[src/rtl/adcfmt_pkg.sv]
package adcfmt_pkg;
  // log2 of the number of fast cycles in one sample period
  localparam int unsigned SLOT_W = 3;
  // width of the phase-select field; the invert bit supplies the top bit
  localparam int unsigned PH_W   = SLOT_W - 1;

  typedef struct packed {
    logic            twos;
    logic            ddr;
    logic            dcs;
    logic            inv;
    logic [PH_W-1:0] ph;
  } cfg_t;

  // Total clock delay in fast cycles: the invert bit is the half-period step.
  function automatic logic [SLOT_W-1:0] edge_offset(cfg_t c);
    logic [PH_W-1:0] p;
    p = c.dcs ? c.ph : '0;
    return {c.inv, p};
  endfunction
endpackage

[src/rtl/adcfmt_rst_sync.sv]
module adcfmt_rst_sync (
  input  logic clk,
  input  logic rst_n,
  output logic rst_sync_n
);
  logic meta_q;

  always_ff @(posedge clk or negedge rst_n) begin
    if (!rst_n) begin
      meta_q     <= 1'b0;
      rst_sync_n <= 1'b0;
    end else begin
      meta_q     <= 1'b1;
      rst_sync_n <= meta_q;
    end
  end
endmodule

[src/rtl/adcfmt_slot_ctr.sv]
module adcfmt_slot_ctr #(
  parameter int unsigned W = 3
) (
  input  logic         clk,
  input  logic         rst_n,
  output logic [W-1:0] cnt_q,
  output logic [W-1:0] cnt_nxt,
  output logic         bnd
);
  assign bnd     = (cnt_q == {W{1'b1}});
  assign cnt_nxt = cnt_q + W'(1);

  always_ff @(posedge clk or negedge rst_n) begin
    if (!rst_n) cnt_q <= '0;
    else        cnt_q <= cnt_nxt;
  end
endmodule

[src/rtl/adcfmt_coder.sv]
module adcfmt_coder #(
  parameter int unsigned IN_W = 14,
  parameter int unsigned DW   = 12
) (
  input  logic signed [IN_W-1:0] samp,
  input  logic                   twos,
  output logic [DW-1:0]          code,
  output logic                   over
);
  localparam int HI_I = (1 << (DW - 1)) - 1;
  localparam logic signed [IN_W-1:0] HI = IN_W'(HI_I);
  localparam logic signed [IN_W-1:0] LO = ~HI;

  logic          hi_clip;
  logic          lo_clip;
  logic [DW-1:0] tc;

  always_comb begin
    hi_clip = (samp > HI);
    lo_clip = (samp < LO);
    if (hi_clip)      tc = {1'b0, {(DW-1){1'b1}}};
    else if (lo_clip) tc = {1'b1, {(DW-1){1'b0}}};
    else              tc = samp[DW-1:0];
    // offset binary differs from two's complement only in the sign bit
    code = twos ? tc : {~tc[DW-1], tc[DW-2:0]};
    over = hi_clip | lo_clip;
  end
endmodule

[src/rtl/adcfmt_pipe.sv]
module adcfmt_pipe #(
  parameter int unsigned W     = 13,
  parameter int unsigned DEPTH = 5
) (
  input  logic         clk,
  input  logic         rst_n,
  input  logic         en,
  input  logic [W-1:0] d,
  output logic [W-1:0] q
);
  for (genvar g = 0; g < DEPTH; g++) begin : g_stg
    logic [W-1:0] st_q;
    logic [W-1:0] st_nxt;

    if (g == 0) begin : g_head
      assign st_nxt = en ? d : st_q;
    end else begin : g_body
      assign st_nxt = en ? g_stg[g-1].st_q : st_q;
    end

    always_ff @(posedge clk or negedge rst_n) begin
      if (!rst_n) st_q <= '0;
      else        st_q <= st_nxt;
    end
  end

  assign q = g_stg[DEPTH-1].st_q;
endmodule

[src/rtl/adcfmt_clkgen.sv]
module adcfmt_clkgen #(
  parameter int unsigned W = 3
) (
  input  logic         clk,
  input  logic         rst_n,
  input  logic [W-1:0] cnt_nxt,
  input  logic [W-1:0] offs,
  output logic         clk_out
);
  logic [W-1:0] rel;
  logic         clk_d;

  // clock is high in the upper half of the count, counted from the shift
  assign rel   = cnt_nxt - offs;
  assign clk_d = rel[W-1];

  always_ff @(posedge clk or negedge rst_n) begin
    if (!rst_n) clk_out <= 1'b0;
    else        clk_out <= clk_d;
  end
endmodule

[src/rtl/adcfmt_top.sv]
module adcfmt_top
  import adcfmt_pkg::*;
#(
  parameter int unsigned IN_W     = 14,
  parameter int unsigned DW       = 12,
  parameter int unsigned PIPE_LAT = 5
) (
  input  logic                   clk_fast,
  input  logic                   rst_n,
  input  logic signed [IN_W-1:0] samp_in,
  input  logic                   fmt_twos,
  input  logic [PH_W-1:0]        ph_sel,
  input  logic                   clk_inv,
  input  logic                   dcs_en,
  input  logic                   ddr_en,
  output logic [DW-1:0]          dout,
  output logic                   ovf,
  output logic                   clk_out
);
  localparam int unsigned HALF   = DW / 2;
  localparam int unsigned WORD_W = DW + 1;
  localparam int unsigned MSB    = SLOT_W - 1;

  logic              rst_int_n;
  logic [SLOT_W-1:0] cnt_q;
  logic [SLOT_W-1:0] cnt_nxt;
  logic              bnd;
  cfg_t              cfg_in;
  cfg_t              cfg_nxt;
  cfg_t              cfg_q;
  logic [DW-1:0]     code_in;
  logic              over_in;
  logic [WORD_W-1:0] word_q;
  logic [DW-1:0]     data_q;
  logic              of_q;

  adcfmt_rst_sync u_rst (
    .clk        (clk_fast),
    .rst_n      (rst_n),
    .rst_sync_n (rst_int_n)
  );

  adcfmt_slot_ctr #(.W(SLOT_W)) u_slot (
    .clk     (clk_fast),
    .rst_n   (rst_int_n),
    .cnt_q   (cnt_q),
    .cnt_nxt (cnt_nxt),
    .bnd     (bnd)
  );

  // mode inputs are taken only at the sample boundary
  assign cfg_in  = '{twos: fmt_twos, ddr: ddr_en, dcs: dcs_en, inv: clk_inv, ph: ph_sel};
  assign cfg_nxt = bnd ? cfg_in : cfg_q;

  always_ff @(posedge clk_fast or negedge rst_int_n) begin
    if (!rst_int_n) cfg_q <= '0;
    else            cfg_q <= cfg_nxt;
  end

  adcfmt_coder #(.IN_W(IN_W), .DW(DW)) u_coder (
    .samp (samp_in),
    .twos (cfg_in.twos),
    .code (code_in),
    .over (over_in)
  );

  // flag and data share one register chain so they cannot drift apart
  adcfmt_pipe #(.W(WORD_W), .DEPTH(PIPE_LAT)) u_pipe (
    .clk   (clk_fast),
    .rst_n (rst_int_n),
    .en    (bnd),
    .d     ({over_in, code_in}),
    .q     (word_q)
  );

  assign of_q   = word_q[DW];
  assign data_q = word_q[DW-1:0];

  adcfmt_clkgen #(.W(SLOT_W)) u_clk (
    .clk     (clk_fast),
    .rst_n   (rst_int_n),
    .cnt_nxt (cnt_nxt),
    .offs    (edge_offset(cfg_nxt)),
    .clk_out (clk_out)
  );

  always_comb begin
    if (cfg_q.ddr) begin
      dout           = '0;
      dout[HALF-1:0] = cnt_q[MSB] ? data_q[DW-1:HALF] : data_q[HALF-1:0];
      ovf            = cnt_q[MSB] & of_q;
    end else begin
      dout = data_q;
      ovf  = of_q;
    end
  end
endmodule

[config.mk]
export PLATFORM = sky130hd
export DESIGN_NAME = adcfmt_top
export DESIGN_NICKNAME = d
export VERILOG_FILES = /design/src/rtl/adcfmt_pkg.sv /design/src/rtl/adcfmt_rst_sync.sv /design/src/rtl/adcfmt_slot_ctr.sv /design/src/rtl/adcfmt_coder.sv /design/src/rtl/adcfmt_pipe.sv /design/src/rtl/adcfmt_clkgen.sv /design/src/rtl/adcfmt_top.sv
export SDC_FILE = /design/constraint.sdc
export NUM_CORES = 1
export LEC_CHECK = 0
export CAP_MARGIN = 20
export CORE_ASPECT_RATIO = 0.9
export CORE_MARGIN = 1.5
export CORE_UTILIZATION = 60
export CTS_BUF_LIST = sky130_fd_sc_hd__clkbuf_8 sky130_fd_sc_hd__clkbuf_16
export CTS_CLUSTER_DIAMETER = 40
export DETAILED_ROUTE_END_ITERATION = 10
export DONT_BUFFER_PORTS = 1
export PLACE_DENSITY = 0.79
export SLEW_MARGIN = 20
export SYNTH_ARGS = -nofsm -noshare
export SYNTH_HDL_FRONTEND = slang
export SYNTH_SLANG_ARGS = --single-unit
[constraint.sdc]
create_clock -name clk_fast -period 2.6 [get_ports clk_fast]
set_input_delay 0 -clock clk_fast [delete_from_list [all_inputs] [get_ports clk_fast]]
set_output_delay 0 -clock clk_fast [all_outputs]
set_load 0.05 [all_outputs]
==> results of run 1 <==
==> flip-flops by register name, indices dropped and copies added, names as in the netlist <==
name,count
u_pipe.g_stg.st_q,52
u_pipe.q,13
cfg_q,5
u_slot.cnt_q,3
u_clk.clk_out,1
u_rst.meta_q,1
u_rst.rst_sync_n,1
==> routing by layer <==
metal	vias up	wire length, um	global-route usage, %
met5	-	0	0
met2	41	2646	37.16
met1	834	2265	25.80
met4	0	103	9.524
li1	791	-	-
met3	11	194	5.032
==> worst max-delay path by stage <==
stage	from	to	slack, ps	cells after the start
final	u_slot.cnt_q[0]	u_pipe.g_stg[0].st_q[12]	400	6
after global routing	u_slot.cnt_q[0]	u_pipe.g_stg[0].st_q[12]	280	6
after CTS	u_slot.cnt_q[0]	u_pipe.g_stg[0].st_q[12]	430	6
after detailed placement	u_slot.cnt_q[0]	u_clk.clk_out	520	7
after global placement	u_slot.cnt_q[0]	u_clk.clk_out	630	7
after floorplan	u_rst.rst_sync_n	cfg_q[0]	330	0
==> cell usage after synthesis (all sizes together) <==
master / number
a21bo: 1
a21boi: 1
a31oi: 1
buf: 10
clkbuf: 1
conb: 1
dfrtp: 76
ha: 3
inv: 14
mux2: 64
nand2: 2
nand3: 2
nand4: 1
nand4b: 1
nor2b: 6
o211ai: 11
o21ai: 12
o21ba: 1
or3: 1
xnor2: 1
xor3: 1
==> logic make-up after synthesis <==
logic type                 Yosys count  share of synthesized area [%]
muxes                               64                          23.45
adders and majority gates            3                          1.215
AOI/OAI and AO/OA                   27                          5.913
DFF                                 76                          61.56
and+or+nand+nor                     13                          2.471
buffers and inverters               25                          4.212
other                                1                         0.1214
xor gates and xnor gates             2                          1.053
==> worst min-delay path: stages <==
cell and delay [ps]:
o21ba_2 240, o211ai_1 110, o21ai_0 70
==> metrics by stage <==
| step | util (%) | power, mW | setup slack [ps] | hold slack (ps) | instances |
|---|---|---|---|---|---|
| floorplan | - | 1.507 | 326.7 | -295.6 | 211 |
| global placement | 64.03 | 1.537 | 632.6 | -295.5 | 270 |
| detailed placement | 64.03 | 1.557 | 522.7 | -295.5 | 270 |
| CTS | 73.16 | 2.536 | 432.9 | 88.23 | 309 |
| global route | 73.16 | 2.620 | 280.2 | 142.7 | 309 |
| finish | 73.16 | 2.519 | 404.0 | 122.8 | 309 |
==> final cells by class <==
class | count | area (sq um) | share of cell area, %
clock buffer | 10 | 137.6 | 3.843
clock inverter | 6 | 78.83 | 2.201
inverter | 14 | 52.55 | 1.468
multi-input combinational | 110 | 1060 | 29.59
sequential | 76 | 1903 | 53.14
tap | 65 | 81.33 | 2.271
timing repair buffer | 28 | 267.8 | 7.477
==> timing repair <==
| action | CTS | global route |
|---|---|---|
| hold buffers | 23 | 0 |
| resized for setup | 0 | 0 |
| endpoints found under the hold margin | 21 | 0 |
==> cell usage in the layout, fill, tap and decap left out, types with 2 or more instances in the layout <==
cell / count
nand3_1: 2
clkbuf_8: 10
ha_1: 2
nand2_1: 2
buf_4: 5
nor2b_1: 6
o211ai_1: 11
dfrtp_1: 75
inv_1: 15
mux2_2: 63
clkinv_2: 3
bufinv_16: 2
dlygate4sd3_1: 23
o21ai_0: 12
==> power by group through the flow <==
stage / Clock (mW) / Sequential [mW] / Combinational [mW]
after floorplan: 0 / 1.35 / 0.158
after global placement: 0 / 1.36 / 0.178
after detailed placement: 0 / 1.37 / 0.188
after CTS: 0.973 / 1.35 / 0.217
after global routing: 1.03 / 1.36 / 0.233
final: 0.960 / 1.35 / 0.214
==> results.txt, run 1 <==
status = completed
critical path endpoint category = flip-flop
first-pass GRT wire length = 8.845 mm
Clock Skews = 6.561 ps
total track usage = 21.51%
max incr delay on CP = 590 ps
Pins Over Slew Limit = 0
RSZ-0062 raised after global routing = no
crit-path max FO = 52
Die Ht = 71.07 um
Setup crit start kind = flip-flop
TritonRoute pass-1 iters = 4
placed cell area = 3134 sq um
post-synth top area share = 61.56%
FILL cells = 318
core area = 4895 sq um
ranking of synthesized cells by area = dfrtp_1, mux2_2, o211ai_1
Syn Inst Count = 211
CTS tree = done
Netlist cell types = 24
Sink Count = 76
Max Fclk = 455.4 MHz
layout cells sized above 1 = 36.48%
Starting Density = 63.11%
Setup TNS Final = 0 ps
P per Cell Area = 703.6 nW/um^2
worst slew pin tran = 945.1 ps
cell taking the most area after synthesis = dfrtp_1
RD Place Congestion = 0.7615
grt ovf = 0
cell area after synthesis = 3089 sq um
slew margin rel. = 36.87%
worst reg-to-reg setup slack = 400 ps
crit path cell chain = ha_1, ha_2, buf_4, nand3_1, dlygate4sd3_1, o21ai_0
length in cells of the worst reg-to-reg path = 6
CP bufs+invs = 2
initial antenna violation count = 0
IO Port Bufs = 0
final WL = 5.210 mm
Hold Path Depth = 3
vias in the first global route = 1850
CTS Buf Count = 9
Yosys Warn Count = 0
Clk pwr share = 38.1%
nets@finish = 264
Period minus WS final = 2196 ps
Area growth, synth to finish = 15.92%
clock tree buffer depth = 2
drt via density = 5.427
hpwl dp = 3.427 mm
maximum vdd drop = 0.0004241 V
Internal Power = 1.933 mW
FF-to-FF Start = u_slot.cnt_q[0]
Comb pwr share = 8.5%
Mapped Avg Cell Area = 14.64 sq um
Seq/Total Area, Yosys = 61.56%
clock slew at reported path FFs = 80 ps
Die Area = 5589 sq um
H-tree levels = 3
clock root buffer = clkbuf_8
Routed wire per std cell = 16.86 um
final instance area = 3581 sq um
Chip Width = 78.64 um
antenna diode instance count = 0
Setup Buffers After CTS = 0
Max Cap Viol = 0
hold endpoint = u_pipe.g_stg[0].st_q[9]
largest net degree at the start of global routing = 53
Setup violations, final = 0
DRC violations left = 0
fin crit share = 84.46%
switching part of the total power = 23.29%
hold path start = samp_in[11]
row count = 24
Vias = 1677
Required @ worst endpoint = 2850 ps
IO Pins = 36
critical path type = flip-flop to flip-flop
CP max stage cell = dlygate4sd3_1
DRT iter0 DRCs = 85
worst hold path class = primary input to flip-flop
Worst path top cell family by delay = buffers and inverters
post-synthesis register bit count = 76
share of power burned in registers = 53.4%
antenna viol nets, final = 0
FF-to-FF End = u_pipe.g_stg[0].st_q[12]
Fin. Hold Viols = 0
Worst Path Arrival = 2450 ps
syn nets = 236
Worst-Skew Late Latency = 340 ps
Switching Power = 0.5866 mW
leakage = 1.541 nW
Note: power is estimated with default switching activity, not from simulation.
==> run 2, diff against run 1 <==
Settings changed: ABC_AREA from default to 1.
Clock period 2.6 ns to 2.2 ns, I/O delays scaled along.
==> run 2 against run 1 <==
Against the previous run:
- via count increased by 26%
- core utilization decreased by 0.88 points
- worst setup slack got worse by 30 ps
- combinational power up 33%
- fmax is 20% higher
- hold slack got worse by 110 ps
- synthesized cell count grew 54%
- routed wire length increased by 5.3%
- critical path depth did not move
- largest cell class unchanged
- highest routed layer unchanged
==> results.txt, run 2 <==
Starting Density = 61.83%
Netlist cell types = 17
Setup TNS Final = 0 ps
Critical Path Most Common Cell = buf_4
DRC violations left = 0
H-tree levels = 3
most frequent cells after synthesis = nand2_1, dfrtp_1, o21ai_0, inv_1, nor2_1
syn nets = 350
slew margin rel. = 54.22%
crit-path max FO = 33
Period minus WS final = 1826 ps
Yosys Warn Count = 0
hpwl dp = 3.359 mm
worst slew pin tran = 684.2 ps
Pins Over Slew Limit = 0
Fin. Hold Viols = 0
CTS Buf Count = 9
row count = 24
Chip Width = 77.40 um
Max Fclk = 547.6 MHz
Area growth, synth to finish = 16.91%
Hold Path Depth = 3
CP bufs+invs = 3
antenna diode instance count = 0
layout cells sized above 1 = 10.00%
Mapped Avg Cell Area = 9.197 sq um
Post-synth ARST share = 100.0%
crit path cell chain = ha_1, ha_2, inv_2, buf_4, buf_4, o21ai_0
fin crit share = 83.01%
final WL = 5.488 mm
maximum vdd drop = 0.0005547 V
setup ws final = 373.8 ps
Die Area = 5415 sq um
total track usage = 23.15%
Worst-Skew Late Latency = 330 ps
IO Port Bufs = 0
DRT iter0 DRCs = 174
worst reg-to-reg setup slack = 370 ps
post-synthesis register bit count = 76
worst hold path class = primary input to flip-flop
hold endpoint = u_pipe.g_stg[0].st_q[12]
Clock Skews = 3.604 ps
clock slew at reported path FFs = 70 ps
Max Cap Viol = 0
Largest register FFs = 52
Worst Path Arrival = 2020 ps
hold path start = samp_in[12]
IO Pins = 36
Layout Utilization = 72.28%
post-synth top area share = 63.62%
drt via density = 4.974
FF-to-FF Start = u_slot.cnt_q[0]
Sink Count = 76
post-cts sizing count = 0
Placement Setup Slack = 396.2 ps
antenna viol nets, final = 0
length in cells of the worst reg-to-reg path = 6
TritonRoute pass-1 iters = 4
critical path endpoint category = flip-flop
FF-to-FF End = u_pipe.q[2]
Vias = 2114
Setup crit start kind = flip-flop
most frequent cells in the layout = nand2_1, dfrtp_1, o21ai_0
Biggest register = u_pipe.g_stg.st_q
Post-synth top flop = dfrtp_1
clock root buffer = clkbuf_8
P per Cell Area = 776.1 nW/um^2
max incr delay on CP = 400 ps
Syn Inst Count = 325
ranking of synthesized cells by area = dfrtp_1, nand2_1, o21ai_0
core area = 4835 sq um
vias in the first global route = 2070
leakage = 1.757 nW
commonest non-fill, non-tap cell in the layout = nand2_1
cell area after synthesis = 2989 sq um
final instance area = 3495 sq um
Worst path top cell family by delay = buffers and inverters
Die Ht = 69.96 um
grt ovf = 0
Routed wire per std cell = 12.91 um
clock tree buffer depth = 2
RSZ-0062 raised after global routing = no
RD Place Congestion = 0.7790
EDFF count, synth = 0
largest net degree at the start of global routing = 75
most common cell in the netlist = nand2_1
Required @ worst endpoint = 2400 ps
placed cell area = 3138 sq um
initial antenna violation count = 0
status = completed
Setup violations, final = 0
critical path type = flip-flop to flip-flop
CP max stage cell = dfrtp_1
nets@finish = 382
Seq/Total Area, Yosys = 63.62%
cell taking the most area after synthesis = dfrtp_1
CTS tree = done
first-pass GRT wire length = 9.418 mm
[run 2: cell count changes after synthesis, sizes merged, moves of 5 or more]
cell,before,now
inv,14,33
nor2b,6,0
mux2,64,0
nor2,0,11
o21ai,12,69
nand2,2,110
o211ai,11,0
clkbuf,1,6
[run 2: worst max-delay path by stage]
stage | startpoint | cells past startpoint | endpoint | slack, ps
2_1_floorplan | u_slot.cnt_q[0] | 12 | u_clk.clk_out | 370
4_1_cts | u_slot.cnt_q[0] | 6 | u_pipe.q[2] | 380
5_1_grt | u_slot.cnt_q[0] | 6 | u_pipe.q[4] | 220
6_report | u_slot.cnt_q[0] | 6 | u_pipe.q[2] | 370
3_3_place_gp | u_slot.cnt_q[0] | 11 | u_clk.clk_out | 460
3_5_place_dp | u_slot.cnt_q[0] | 6 | u_pipe.q[2] | 400
[run 2: kinds of logic after synthesis]
logic type,share of synthesized area (%)
and+or+nand+nor,15.95
DFF,63.62
AOI/OAI and AO/OA,11.80
buffers and inverters,6.949
adders and majority gates,1.256
xor gates and xnor gates,0.2931
other,0.1255
[run 2: area by class of cell]
class	count	area, sq um
flip-flops and latches	76	1903
fillers	364	1340
multi-input cells	199	882.1
repair buffers	38	347.8
clock buffers	10	137.6
inverters	33	123.9
well taps	65	81.33
clock inverters	4	18.77
[run 2: worst reg2reg max path, cell delays in order (launching register included)]
cell     delay, ps
dfrtp_1        400
ha_1           210
ha_2           180
inv_2          170
buf_4          260
buf_4          330
o21ai_0        160
[run 2: power breakdown]
group | internal [mW] | switching, mW | total, mW
clock | 0.418 | 0.449 | 0.867
sequential | 1.51 | 0.0545 | 1.56
combinational | 0.101 | 0.184 | 0.285
total | 2.02 | 0.688 | 2.71
[run 2: metrics by stage]
stage,instances,total power [mW],hold WS [ps]
after floorplan,325,1.761,-295.6
after global placement,391,1.828,-295.5
after detailed placement,391,1.843,-295.5
after CTS,425,2.733,8.379
after global routing,425,2.838,58.14
final,425,2.712,15.86
[run 2: repair_timing]
action / CTS / global route
buffers inserted: 0 / 0
hold endpoints to repair: 19 / 0
hold buffers: 20 / 0
[run 2: routing by layer]
metal  track usage [%]  share of wire, %  vias up
li1                  -                 -     1076
met1             31.20                47      973
met2             35.96                49       63
met3             6.536               4.3        2
met4             9.091              0.44        0
met5                 0                 0        -
==> run 3, diff against run 2 <==
Settings changed: CORE_UTILIZATION 60 to 56, PLACE_DENSITY 0.79 to 0.77.
Clock period 2.2 ns to 1.56 ns, I/O delays scaled along.
==> run 3 against run 2 <==
Against the previous run:
- the run now ends with setup timing left
- final area increased by 5.7%
- via count is 1.3% higher
- largest cell class unchanged
- sequential cell count is the same
- sequential share of layout area shrank 2.9 points
- total power up 51%
==> results.txt, run 3 (synthesis results as in run 2) <==
status = finished with violations
violated checks = setup timing
TritonRoute pass-1 iters = 4
Fin. Hold Viols = 0
vias in the first global route = 2198
Max Fclk = 620.8 MHz
total track usage = 21.99%
worst slew pin tran = 579.9 ps
P per Cell Area = 1110 nW/um^2
Max Cap Viol = 0
worst reg-to-reg setup slack = -50 ps
fin crit share = 103.3%
Largest register FFs = 52
Area growth, synth to finish = 23.57%
Chip Width = 80.01 um
first-pass GRT wire length = 9.466 mm
IO Pins = 36
slew margin rel. = 61.20%
RD Place Congestion = 0.6957
RSZ-0062 raised after global routing = yes
most frequent cells in the layout = nand2_1, dfrtp_1, o21ai_0
crit-path max FO = 5
clock root buffer = clkbuf_8
leakage = 1.841 nW
core area = 5192 sq um
Pins Over Slew Limit = 0
CTS Buf Count = 9
antenna diode instance count = 0
IO Port Bufs = 0
Setup TNS Final = -50.93 ps
Die Area = 5786 sq um
H-tree levels = 3
DRC violations left = 0
DRT iter0 DRCs = 104
Routed wire per std cell = 12.33 um
CTS tree = done
maximum vdd drop = 0.0008910 V
Setup violations, final = 1
final WL = 5.399 mm
drt via density = 4.888
commonest non-fill, non-tap cell in the layout = nand2_1
row count = 25
layout cells sized above 1 = 15.09%
clock tree buffer depth = 2
Period minus WS final = 1611 ps
hold path start = samp_in[13]
Setup crit start kind = flip-flop
FF-to-FF Start = u_slot.cnt_q[0]
Sink Count = 76
Vias = 2141
Hold Path Depth = 3
FF-to-FF End = u_clk.clk_out
clock slew at reported path FFs = 70 ps
critical path endpoint category = flip-flop
nets@finish = 392
Worst-Skew Late Latency = 340 ps
Placement Setup Slack = -186.5 ps
Worst Path Arrival = 1840 ps
Clock Skews = 7.046 ps
Die Ht = 72.31 um
worst hold path class = primary input to flip-flop
antenna viol nets, final = 0
grt ovf = 0
largest net degree at the start of global routing = 61
initial antenna violation count = 0
length in cells of the worst reg-to-reg path = 11
Required @ worst endpoint = 1790 ps
Starting Density = 57.57%
hold endpoint = u_pipe.g_stg[0].st_q[3]
critical path type = flip-flop to flip-flop
setup ws final = -50.93 ps
hpwl dp = 3.435 mm
Biggest register = u_pipe.g_stg.st_q
[run 3: cell type report]
class	count	area [sq um]
clock inverter	4	48.80
multi-input combinational	199	932.1
clock buffer	11	151.4
inverter	33	126.4
sequential	76	1903
fill	403	1499
tap	67	83.83
timing repair buffer	48	447.9
[run 3: layer usage]
metal  track usage, %  share of wire [%]  wire length (um)
met5                0                  0                 0
met4            8.046                1.6                85
met3            6.918                4.1               221
met2            37.07                 47              2530
met1            26.81                 47              2562
[run 3: worst max-delay path, cell delays in order (launching register included)]
cell     delay (ps)
dfrtp_1         390
ha_2            200
ha_4            180
inv_4            70
nand2_1          60
nand2_2          80
nand2_2          70
ha_4            240
nand2_2          80
nand2_1          50
nand2_1          50
nand2_1          50
[run 3: worst max-delay path by stage]
stage | startpoint | end | slack (ps) | cells past startpoint
after CTS | u_slot.cnt_q[1] | u_clk.clk_out | -50 | 11
after global routing | u_slot.cnt_q[0] | u_clk.clk_out | -150 | 11
after detailed placement | u_slot.cnt_q[0] | u_pipe.g_stg[0].st_q[9] | -190 | 7
after floorplan | cfg_q[4] | dout[0] | -220 | 4
final | u_slot.cnt_q[0] | u_clk.clk_out | -50 | 11
after global placement | u_slot.cnt_q[0] | u_pipe.g_stg[0].st_q[7] | -70 | 7
[run 3: power by group]
part	internal (mW)	switching (mW)
sequential	2.12	0.0833
combinational	0.149	0.254
clock	0.814	0.677
[run 3: per-stage QoR]
step | instances | area (sq um) | hold WS [ps] | util [%] | power, mW
2_1_floorplan | 325 | 3002 | -295.6 | - | 2.484
3_3_place_gp | 397 | 3198 | -295.6 | 61.59 | 2.576
3_5_place_dp | 397 | 3198 | -295.5 | 61.59 | 2.599
4_1_cts | 434 | 3631 | 21.37 | 69.93 | 4.125
5_1_grt | 438 | 3694 | 76.26 | 71.13 | 4.292
6_report | 438 | 3694 | 33.73 | 71.13 | 4.101
[run 3: timing repair]
item,4_1_cts,5_1_grt
endpoints found under the setup margin,18,13
setup buffers,2,4
hold buffers,20,0
gates resized for setup,4,7
hold endpoints to repair,19,0
pin swaps,2,5
